**config.mk**
```make
export PLATFORM = sky130hd
export DESIGN_NAME = uniform_requantizer
export DESIGN_NICKNAME = d
export VERILOG_FILES = /design/src/rtl/requant_pkg.sv /design/src/rtl/requant_round.sv /design/src/rtl/requant_err.sv /design/src/rtl/requant_ctrl.sv /design/src/rtl/uniform_requantizer.sv
export SDC_FILE = /design/constraint.sdc
export NUM_CORES = 1
export LEC_CHECK = 0
export BUFFER_PORTS_ARGS = -buffer_cell sky130_fd_sc_hd__clkbuf_2
export CORE_MARGIN = 1
export CORE_UTILIZATION = 50
export DETAILED_ROUTE_END_ITERATION = 10
export GPL_TIMING_DRIVEN = 0
export HOLD_SLACK_MARGIN = 0.02
export PLACE_DENSITY = 0.81
export SLEW_MARGIN = 20
export SYNTH_ARGS = -nofsm -noshare
export SYNTH_HDL_FRONTEND = slang
export SYNTH_HIERARCHICAL = 1
export SYNTH_SLANG_ARGS = --single-unit
```
**constraint.sdc**
```tcl
create_clock -name clk -period 1.1 [get_ports clk]
set_input_delay 0.055 -clock clk [delete_from_list [all_inputs] [get_ports clk]]
set_output_delay 0.055 -clock clk [all_outputs]
set_load 0.05 [all_outputs]
```
**src/rtl/requant_pkg.sv**
```systemverilog
package requant_pkg;

    // Occupancy of the single output register stage.
    typedef enum logic {
        ST_EMPTY = 1'b0,
        ST_HELD  = 1'b1
    } stage_state_t;

endpackage

```
**src/rtl/requant_round.sv**
```systemverilog
// Round-half-up of the coarse part plus top-end saturation.
module requant_round #(
    parameter int OUT_W = 4
) (
    input  logic [OUT_W-1:0] coarse,   // input bits above the dropped part
    input  logic             guard,    // first dropped bit (weight = half a step)
    output logic [OUT_W-1:0] code,
    output logic             clip
);
    localparam logic [OUT_W-1:0] CODE_MAX = {OUT_W{1'b1}};

    logic [OUT_W:0] rounded;

    // Adding half a step then truncating is the same as adding the guard bit.
    always_comb begin
        rounded = {1'b0, coarse} + {{OUT_W{1'b0}}, guard};
        clip    = rounded[OUT_W];
        code    = clip ? CODE_MAX : rounded[OUT_W-1:0];
    end

    // the carry out can only come from the all-ones coarse value
    always_comb begin
        if (clip) a_r3_carry_from_top: assert (coarse == CODE_MAX && guard);
    end
endmodule

```
**src/rtl/requant_err.sv**
```systemverilog
// Error = (code << SH) - sample. The true difference always fits in SH+1
// signed bits, so only the low SH+1 bits of both operands take part.
module requant_err #(
    parameter int SH = 8
) (
    input  logic               code_lsb,
    input  logic [SH:0]        sample_low,
    output logic signed [SH:0] err
);
    logic [SH:0] recon_low;

    always_comb begin
        recon_low = {code_lsb, {SH{1'b0}}};
        err       = $signed(recon_low - sample_low);
    end
endmodule

```
**src/rtl/requant_ctrl.sv**
```systemverilog
module requant_ctrl
    import requant_pkg::*;
(
    input  logic clk,
    input  logic rst_n,
    input  logic in_valid,
    output logic load,
    output logic out_valid
);
    stage_state_t state, state_nx;

    // State register
    always_ff @(posedge clk or negedge rst_n) begin
        if (!rst_n) state <= ST_EMPTY;
        else        state <= state_nx;
    end

    // Transitions: LOAD, STREAM, DRAIN, IDLE
    always_comb begin
        state_nx = state;
        unique case (state)
            ST_EMPTY: state_nx = in_valid ? ST_HELD : ST_EMPTY;
            ST_HELD:  state_nx = in_valid ? ST_HELD : ST_EMPTY;
            default:  state_nx = ST_EMPTY;
        endcase
    end

    // Outputs
    always_comb begin
        load      = in_valid;
        out_valid = (state == ST_HELD);
    end

    // an accepted sample always leaves the stage occupied
    a_r7_held_after_load: assert property (@(posedge clk) disable iff (!rst_n)
        in_valid |=> state == ST_HELD);
    // a gap always empties the stage
    a_r7_empty_after_gap: assert property (@(posedge clk) disable iff (!rst_n)
        !in_valid |=> state == ST_EMPTY);
endmodule

```
**src/rtl/uniform_requantizer.sv**
```systemverilog
module uniform_requantizer #(
    parameter int IN_W  = 12,
    parameter int OUT_W = 4,
    localparam int SH    = IN_W - OUT_W,
    localparam int ERR_W = SH + 1
) (
    input  logic                    clk,
    input  logic                    rst_n,
    input  logic                    in_valid,
    input  logic [IN_W-1:0]         in_sample,
    output logic                    out_valid,
    output logic [OUT_W-1:0]        out_code,
    output logic signed [ERR_W-1:0] out_err,
    output logic                    out_clip
);
    localparam int HALF       = 1 << (SH - 1);
    localparam int CLIP_START = ((1 << OUT_W) - 1) * (1 << SH) + HALF;

    generate
        if (SH < 1) begin : g_bad_widths
            initial $error("IN_W must exceed OUT_W");
        end
    endgenerate

    logic                    load;
    logic [OUT_W-1:0]        code_c;
    logic                    clip_c;
    logic signed [ERR_W-1:0] err_c;

    requant_ctrl u_ctrl (
        .clk       (clk),
        .rst_n     (rst_n),
        .in_valid  (in_valid),
        .load      (load),
        .out_valid (out_valid)
    );

    requant_round #(.OUT_W(OUT_W)) u_round (
        .coarse (in_sample[IN_W-1:SH]),
        .guard  (in_sample[SH-1]),
        .code   (code_c),
        .clip   (clip_c)
    );

    requant_err #(.SH(SH)) u_err (
        .code_lsb   (code_c[0]),
        .sample_low (in_sample[SH:0]),
        .err        (err_c)
    );

    // Result register
    always_ff @(posedge clk or negedge rst_n) begin
        if (!rst_n) begin
            out_code <= '0;
            out_err  <= '0;
            out_clip <= 1'b0;
        end else if (load) begin
            out_code <= code_c;
            out_err  <= err_c;
            out_clip <= clip_c;
        end
    end

    // one cycle of latency on the valid flag
    a_r5_valid_follows: assert property (@(posedge clk) disable iff (!rst_n)
        in_valid |=> out_valid);
    // a gap leaves every result field untouched
    a_r6_hold_on_gap: assert property (@(posedge clk) disable iff (!rst_n)
        !in_valid |=> $stable(out_code) && $stable(out_err) && $stable(out_clip));
    // no flag below the top threshold, flag at or above it
    a_r3_threshold: assert property (@(posedge clk) disable iff (!rst_n)
        in_valid |=> out_clip == ($past({1'b0, in_sample}) >= (IN_W+1)'(CLIP_START)));
    // a flagged result carries the top code
    a_r3_clip_top: assert property (@(posedge clk) disable iff (!rst_n)
        out_clip |-> out_code == {OUT_W{1'b1}});
    // unclipped error stays inside half a step
    a_r4_err_bound: assert property (@(posedge clk) disable iff (!rst_n)
        (out_valid && !out_clip) |-> (out_err >= -(HALF - 1) && out_err <= HALF));
endmodule

```
==> impl_metrics.yaml, run 1 <==
floorplan:
  core_um2: 1383
  dieArea_um2: 1731
  num_rows: 13
  die_x_um: 41.61
  start_util: 0.5674
  die_h_um: 41.61
  io_pins: 30
route:
  ant_nets: 0
  routed_wl_um: 1391
  dr.pass1.iters: 2
  vias: 584
  via_per_inst: 5.123
  drt_iter0_markers: 3
  wl_per_cell_um: 12.20
  drc: 0
power_and_ir_drop:
  vdd_ir_drop_max_v: 0.001228
  p_total_uw: 1501
  p_per_area_nw_per_um2: 1435
  leakagePower_uw: 0.0004899
global_routing:
  gr-usage-all-layers: 0.1827
  grt_max_degree: 16
  grt-ovfl-total: 0
  grt_pass1_vias: 581
  grt_pass1_wl_um: 2428
  grt_antenna_before_repair: 0
logic_synthesis:
  synth_top_family_by_area: "multiplexers"
  synth_mux_area_frac: 0.2010
  synth-adder-area-share: 0.04785
  syn_avg_cell_area_um2: 12.26
  synth_simple_gate_area_frac: 0.1100
  postSynthCellCount: 64
  ys_warn_count: 6
  mappedNetlistArea_um2: 784.5
  ys_seq_area_frac: 0.4785
  synth-xor-area-share: 0.08931
  ys_types: 20
  synth_compound_area_frac: 0.02552
  yosys_register_bits: 15
  synth_area_leaders: "dfrtp_1 48%, mux2_2 20%, xnor2_1 7.8%"
  syn_nets: 82
  synth_top_area_frac: 0.4785
  yosys.area.top_type: "dfrtp_1"
placement:
  dpl_cell_area_um2: 975.9
  dp_hpwl_um: 1072
  gp_congestion: 0.7202
  dpl_worst_slack_ps: -334.3
  portBuffers: 29
layout:
  antennaDiodeCount: 0
  finalInstanceArea_um2: 1046
  drive_above_1_share: 0.5758
  area_delta_synth_final_pct: 33.33
  fin_nets: 118
clock_tree:
  clock-root-buffer: "clkbuf_4"
  cts_buffers: 3
  cts_tree: "yes"
  cts_setup_buffers: 0
  clock-sinks: 15
  cts_max_level: 1
  clock_latency_ps: 280
  clk_path_buf_depth: 2
  clk_pin_slew_worst_paths_ps: 100
timing:
  period_needed_ps: 1068
  finalHoldViolations: 0
  fin_crit_sh: 0.9706
  finClkSkew_ps: 0
  holdWs_ps: 141.9
  slew_viol_final: 0
  fmax_ghz: 0.9366
  fin_ws_ps: 32.29
  rsz0062_at_grt: "true"
  setup_viol: 0
  worstMarginPinSlew_ps: 367.5
  maxSlewHeadroom: 0.7550
setup_path:
  required_ps: 1280
  critical_path_class: "in -> reg"
  arrival_ps: 1250
  critical_path.max_fanout: 4
  endpoint_kind: "flip-flop"
  start_kind: "input port"
worst_hold_path:
  hold_class: "in -> reg"
status:
  status: "complete, no violations"
job:
  cap_violations: 0
## final timing paths
path	from	depth (start not counted)	slack, ps	to
max in group asynchronous	rst_n	2	630	out_err[8]$_DFFE_PN0P_
max reg2reg	out_err[6]$_DFFE_PN0P_	1	340	out_err[6]$_DFFE_PN0P_
min in group asynchronous	rst_n	2	200	out_code[2]$_DFFE_PN0P_
min reg2reg	out_err[7]$_DFFE_PN0P_	1	510	out_err[7]$_DFFE_PN0P_
min	in_sample[0]	3	140	out_err[0]$_DFFE_PN0P_
max	in_sample[2]	5	30	out_err[7]$_DFFE_PN0P_
## area by class of cell
| class | count | area (µm²) |
|---|---|---|
| inverters | 3 | 11.26 |
| fillers | 111 | 336.6 |
| flip-flops and latches | 15 | 375.4 |
| well taps | 15 | 18.77 |
| multi-input cells | 43 | 421.7 |
| repair buffers | 31 | 165.2 |
| clock buffers | 3 | 22.52 |
| clock inverters | 1 | 5.005 |
| plain buffers | 3 | 26.28 |
## worst max-delay path: stages
cell	delay (ps)
clkbuf_2	120
or4_4	570
nor4_4	160
xnor2_1	90
mux2_2	260
## per-layer routing
| layer | global-route usage | share of wire |
|---|---|---|
| met1 | 0.2288 | 0.42 |
| met2 | 0.3125 | 0.51 |
| met3 | 0.02609 | 0.043 |
| met4 | 0.07742 | 0.019 |
| met5 | 0 | 0 |
## where the power goes
part	internal, µW	switching (µW)	leakage, µW
Combinational	169	363	0.000295
Sequential	618	31.0	0.000177
Clock	135	185	0.0000177
## through the flow
stage,TNS (ps),std cells,utilization
final,0,114,0.7566
after floorplan,-244.9,64,-
after CTS,0,114,0.7493
after global placement,-1177,108,0.7059
after detailed placement,-1359,108,0.7059
after global routing,-39.35,114,0.7566
## cell usage in the layout (no fill, tap or decap)
cell	synthesis	routed
clkbuf_4	0	3
a31oi_1	1	1
nor3b_2	0	1
clkbuf_2	0	29
inv_1	3	3
nand3_2	0	1
nor2_1	4	3
clkinv_2	0	1
a41oi_1	1	1
nor2_2	0	1
or4_4	0	1
dfrtp_1	15	15
nand2b_1	2	2
dlygate4sd3_1	0	2
nor2b_1	2	2
nor3_1	1	1
a21oi_1	1	1
ha_4	0	2
nand3_1	2	1
buf_4	2	2
ha_1	3	1
buf_6	1	1
mux2_2	14	14
nor4_4	0	1
xor2_1	1	1
xnor2_1	7	7
nand2_1	1	1
## synth_stat cells
cell type and n:
a21oi_1 1, a31oi_1 1, a41oi_1 1, buf_4 2, buf_6 1, dfrtp_1 15, ha_1 3, inv_1 3
mux2_2 14, nand2_1 1, nand2b_1 2, nand3_1 2, nor2_1 4, nor2b_1 2, nor3_1 1, nor3b_1 1
nor4_2 1, or4_1 1, xnor2_1 7, xor2_1 1
## registers in the layout, indices dropped and copies added, names as in the netlist
name / cells
out_err: 9
out_code: 4
out_clip: 1
u_ctrl/out_valid: 1
## cells by family after synthesis
kind of cell / after synthesis
AO/OA/AOI/OAI: 3
flip-flops: 15
multiplexers: 14
adder cells (fa/ha/maj): 3
buffers and inverters: 6
XOR/XNOR: 8
AND/OR/NAND/NOR: 15
## what timing repair did
| item | CTS | global route |
|---|---|---|
| hold endpoints to repair | 16 | 0 |
| endpoints found under the setup margin | 1 | 2 |
| hold buffers | 2 | 0 |
| gates cloned | 0 | 0 |
| gates resized for setup | 2 | 1 |
Note: power is estimated with default switching activity, not from simulation.
==> run 2: changes to the inputs <==
--- a/config.mk
+++ b/config.mk
@@ -12,6 +12,7 @@
 export GPL_TIMING_DRIVEN = 0
 export HOLD_SLACK_MARGIN = 0.02
 export PLACE_DENSITY = 0.81
+export SETUP_SLACK_MARGIN = 0.1
 export SLEW_MARGIN = 20
 export SYNTH_ARGS = -nofsm -noshare
 export SYNTH_HDL_FRONTEND = slang
==> run 2 against run 1 <==
Effect of this change:
- non-clock buffer count rose by 6
- sequential share of layout area decreased by 5.8 points
- cell count is 5.3% higher
- clock-buffer cell count stayed put
- critical endpoint unchanged
- worst hold slack worse by 12 ps
- register-to-register slack about the same
- die area unchanged
- highest routed layer is now met3
==> impl_metrics.yaml, run 2 (synthesis results as in run 1) <==
status:
  status: "complete, no violations"
layout:
  largest_register: "out_err"
  layout_common_cells: "15 x dfrtp_1, 12 x clkbuf_2, 11 x mux2_2, 9 x buf_2, 8 x buf_4"
  post-route-util: 0.9032
  antennaDiodeCount: 0
  fin_nets: 124
  drive_above_1_share: 0.6667
  largest_register_ffs: 9
  fillCellCount: 53
  largestRegisters: "out_err (9), out_code (4)"
  final_common_cell: "dfrtp_1"
  area_delta_synth_final_pct: 59.17
  final_cells: 120
clock_tree:
  clock-sinks: 15
  cts_tree: "yes"
  cts_max_level: 1
  clk_path_buf_depth: 2
  clock_latency_ps: 280
  clk_pin_slew_worst_paths_ps: 90
  cts_buffers: 3
  clock-root-buffer: "clkbuf_4"
worst_hold_path:
  min_to: "out_err[2]$_DFFE_PN0P_"
  min_path_cells: 3
  holdCritStartpoint: "in_sample[2]"
  hold_class: "in -> reg"
timing:
  period_needed_ps: 1084
  worstMarginPinSlew_ps: 389.6
  setup_viol: 0
  fmax_ghz: 0.9225
  fin_ws_ps: 15.94
  slew_viol_final: 0
  maxSlewHeadroom: 0.7403
  fin_crit_sh: 0.9855
  finClkSkew_ps: 0
  rsz0062_at_grt: "true"
  finalSetupTns_ps: 0
  finalHoldViolations: 0
setup_path:
  rr_worst_depth: 1
  critical_path.max_fanout: 3
  r2r-end: "out_err[8]$_DFFE_PN0P_"
  regToRegStartpoint: "out_err[8]$_DFFE_PN0P_"
  critical_path_class: "in -> reg"
  critPathSlowestCell: "or4_4"
  start_kind: "input port"
  cp_cell_sequence: "buf_8, or4_4, nor4_4, xnor2_1, mux2_2"
  arrival_ps: 1260
  slowest_delay_ps: 570
  rrSetupSlack_ps: 330
  required_ps: 1270
  endpoint_kind: "flip-flop"
route:
  via_per_inst: 5.408
  dr.pass1.iters: 4
  routed_wl_um: 1799
  wl_per_cell_um: 14.99
  ant_nets: 0
  drc: 0
  drt_iter0_markers: 13
  vias: 649
placement:
  dpl_worst_slack_ps: -296.4
  portBuffers: 29
  post-place-cells: 108
  dp_hpwl_um: 1083
  gp_congestion: 0.7196
power_and_ir_drop:
  leakagePower_uw: 0.0005740
  p_total_uw: 1617
  vdd_ir_drop_max_v: 0.001115
  p_per_area_nw_per_um2: 1295
floorplan:
  io_pins: 30
  start_util: 0.5674
  core_um2: 1383
  die_x_um: 41.61
  die_h_um: 41.61
  dieArea_um2: 1731
  num_rows: 13
global_routing:
  grt_pass1_wl_um: 2684
  grt_pass1_vias: 623
  grt_max_degree: 16
  grt-ovfl-total: 0
  gr-usage-all-layers: 0.1978
  grt_antenna_before_repair: 0
job:
  cap_violations: 0
[run 2: cell count changes in the layout (fill, tap and decap cells not counted), sizes merged]
cell    change
buf        +21
clkbuf     -15
[run 2: stage by stage]
| stage | instance area, µm² | hold WS (ps) |
|---|---|---|
| 2_1_floorplan | 864.6 | -240.6 |
| 3_3_place_gp | 1028 | -15.00 |
| 3_5_place_dp | 1028 | -12.46 |
| 4_1_cts | 1135 | 159.6 |
| 5_1_grt | 1249 | 125.8 |
| 6_report | 1249 | 130.3 |
[run 2: power by group]
| part | switching [µW] | internal [µW] |
|---|---|---|
| Sequential | 33.5 | 618 |
| Clock | 179 | 135 |
| Combinational | 402 | 250 |
| Total | 614 | 1000 |
[run 2: layout make-up]
class / instances / area [µm²] / area share
well taps: 15 / 18.77 / 0.01503
plain buffers: 3 / 26.28 / 0.02104
inverters: 3 / 28.78 / 0.02305
clock inverters: 1 / 5.005 / 0.004008
repair buffers: 37 / 269.0 / 0.2154
flip-flops and latches: 15 / 375.4 / 0.3006
multi-input cells: 43 / 503.0 / 0.4028
clock buffers: 3 / 22.52 / 0.01804
[run 2: critical path, delay by kind of cell]
family	cells	cell delay, ps
XOR/XNOR	1	110
buffers and inverters	1	100
multiplexers	1	260
AND/OR/NAND/NOR	2	730
[run 2: how the worst max path moves through the flow]
stage                      start                endpoint  slack [ps]  cells after the start
CTS                 in_sample[3]  out_err[7]$_DFFE_PN0P_          30                      5
global placement    in_sample[2]  out_err[7]$_DFFE_PN0P_        -290                      5
detailed placement  in_sample[2]  out_err[7]$_DFFE_PN0P_        -300                      5
global route        in_sample[3]  out_err[7]$_DFFE_PN0P_          10                      5
floorplan           in_sample[2]  out_err[7]$_DFFE_PN0P_         -90                      4
finish              in_sample[3]  out_err[7]$_DFFE_PN0P_          20                      5
[run 2: what timing repair did]
action                     4_1_cts  5_1_grt
setup buffers                    3        3
resized for setup                5       39
setup endpoints to repair        3       15
hold buffers                     2        0
pin swaps                        4        8
hold endpoints to repair        16        0
gates cloned                     0        0
[run 2: metal layers]
layer / routed length (µm) / part of all wire / vias to the layer above / global-route usage
met2: 897 / 0.50 / 28 / 0.3500
met5: 0 / 0 / - / 0
met4: 0 / 0 / 0 / 0.02581
met1: 816 / 0.45 / 315 / 0.2415
li1: - / - / 306 / -
met3: 85 / 0.047 / 0 / 0.06087
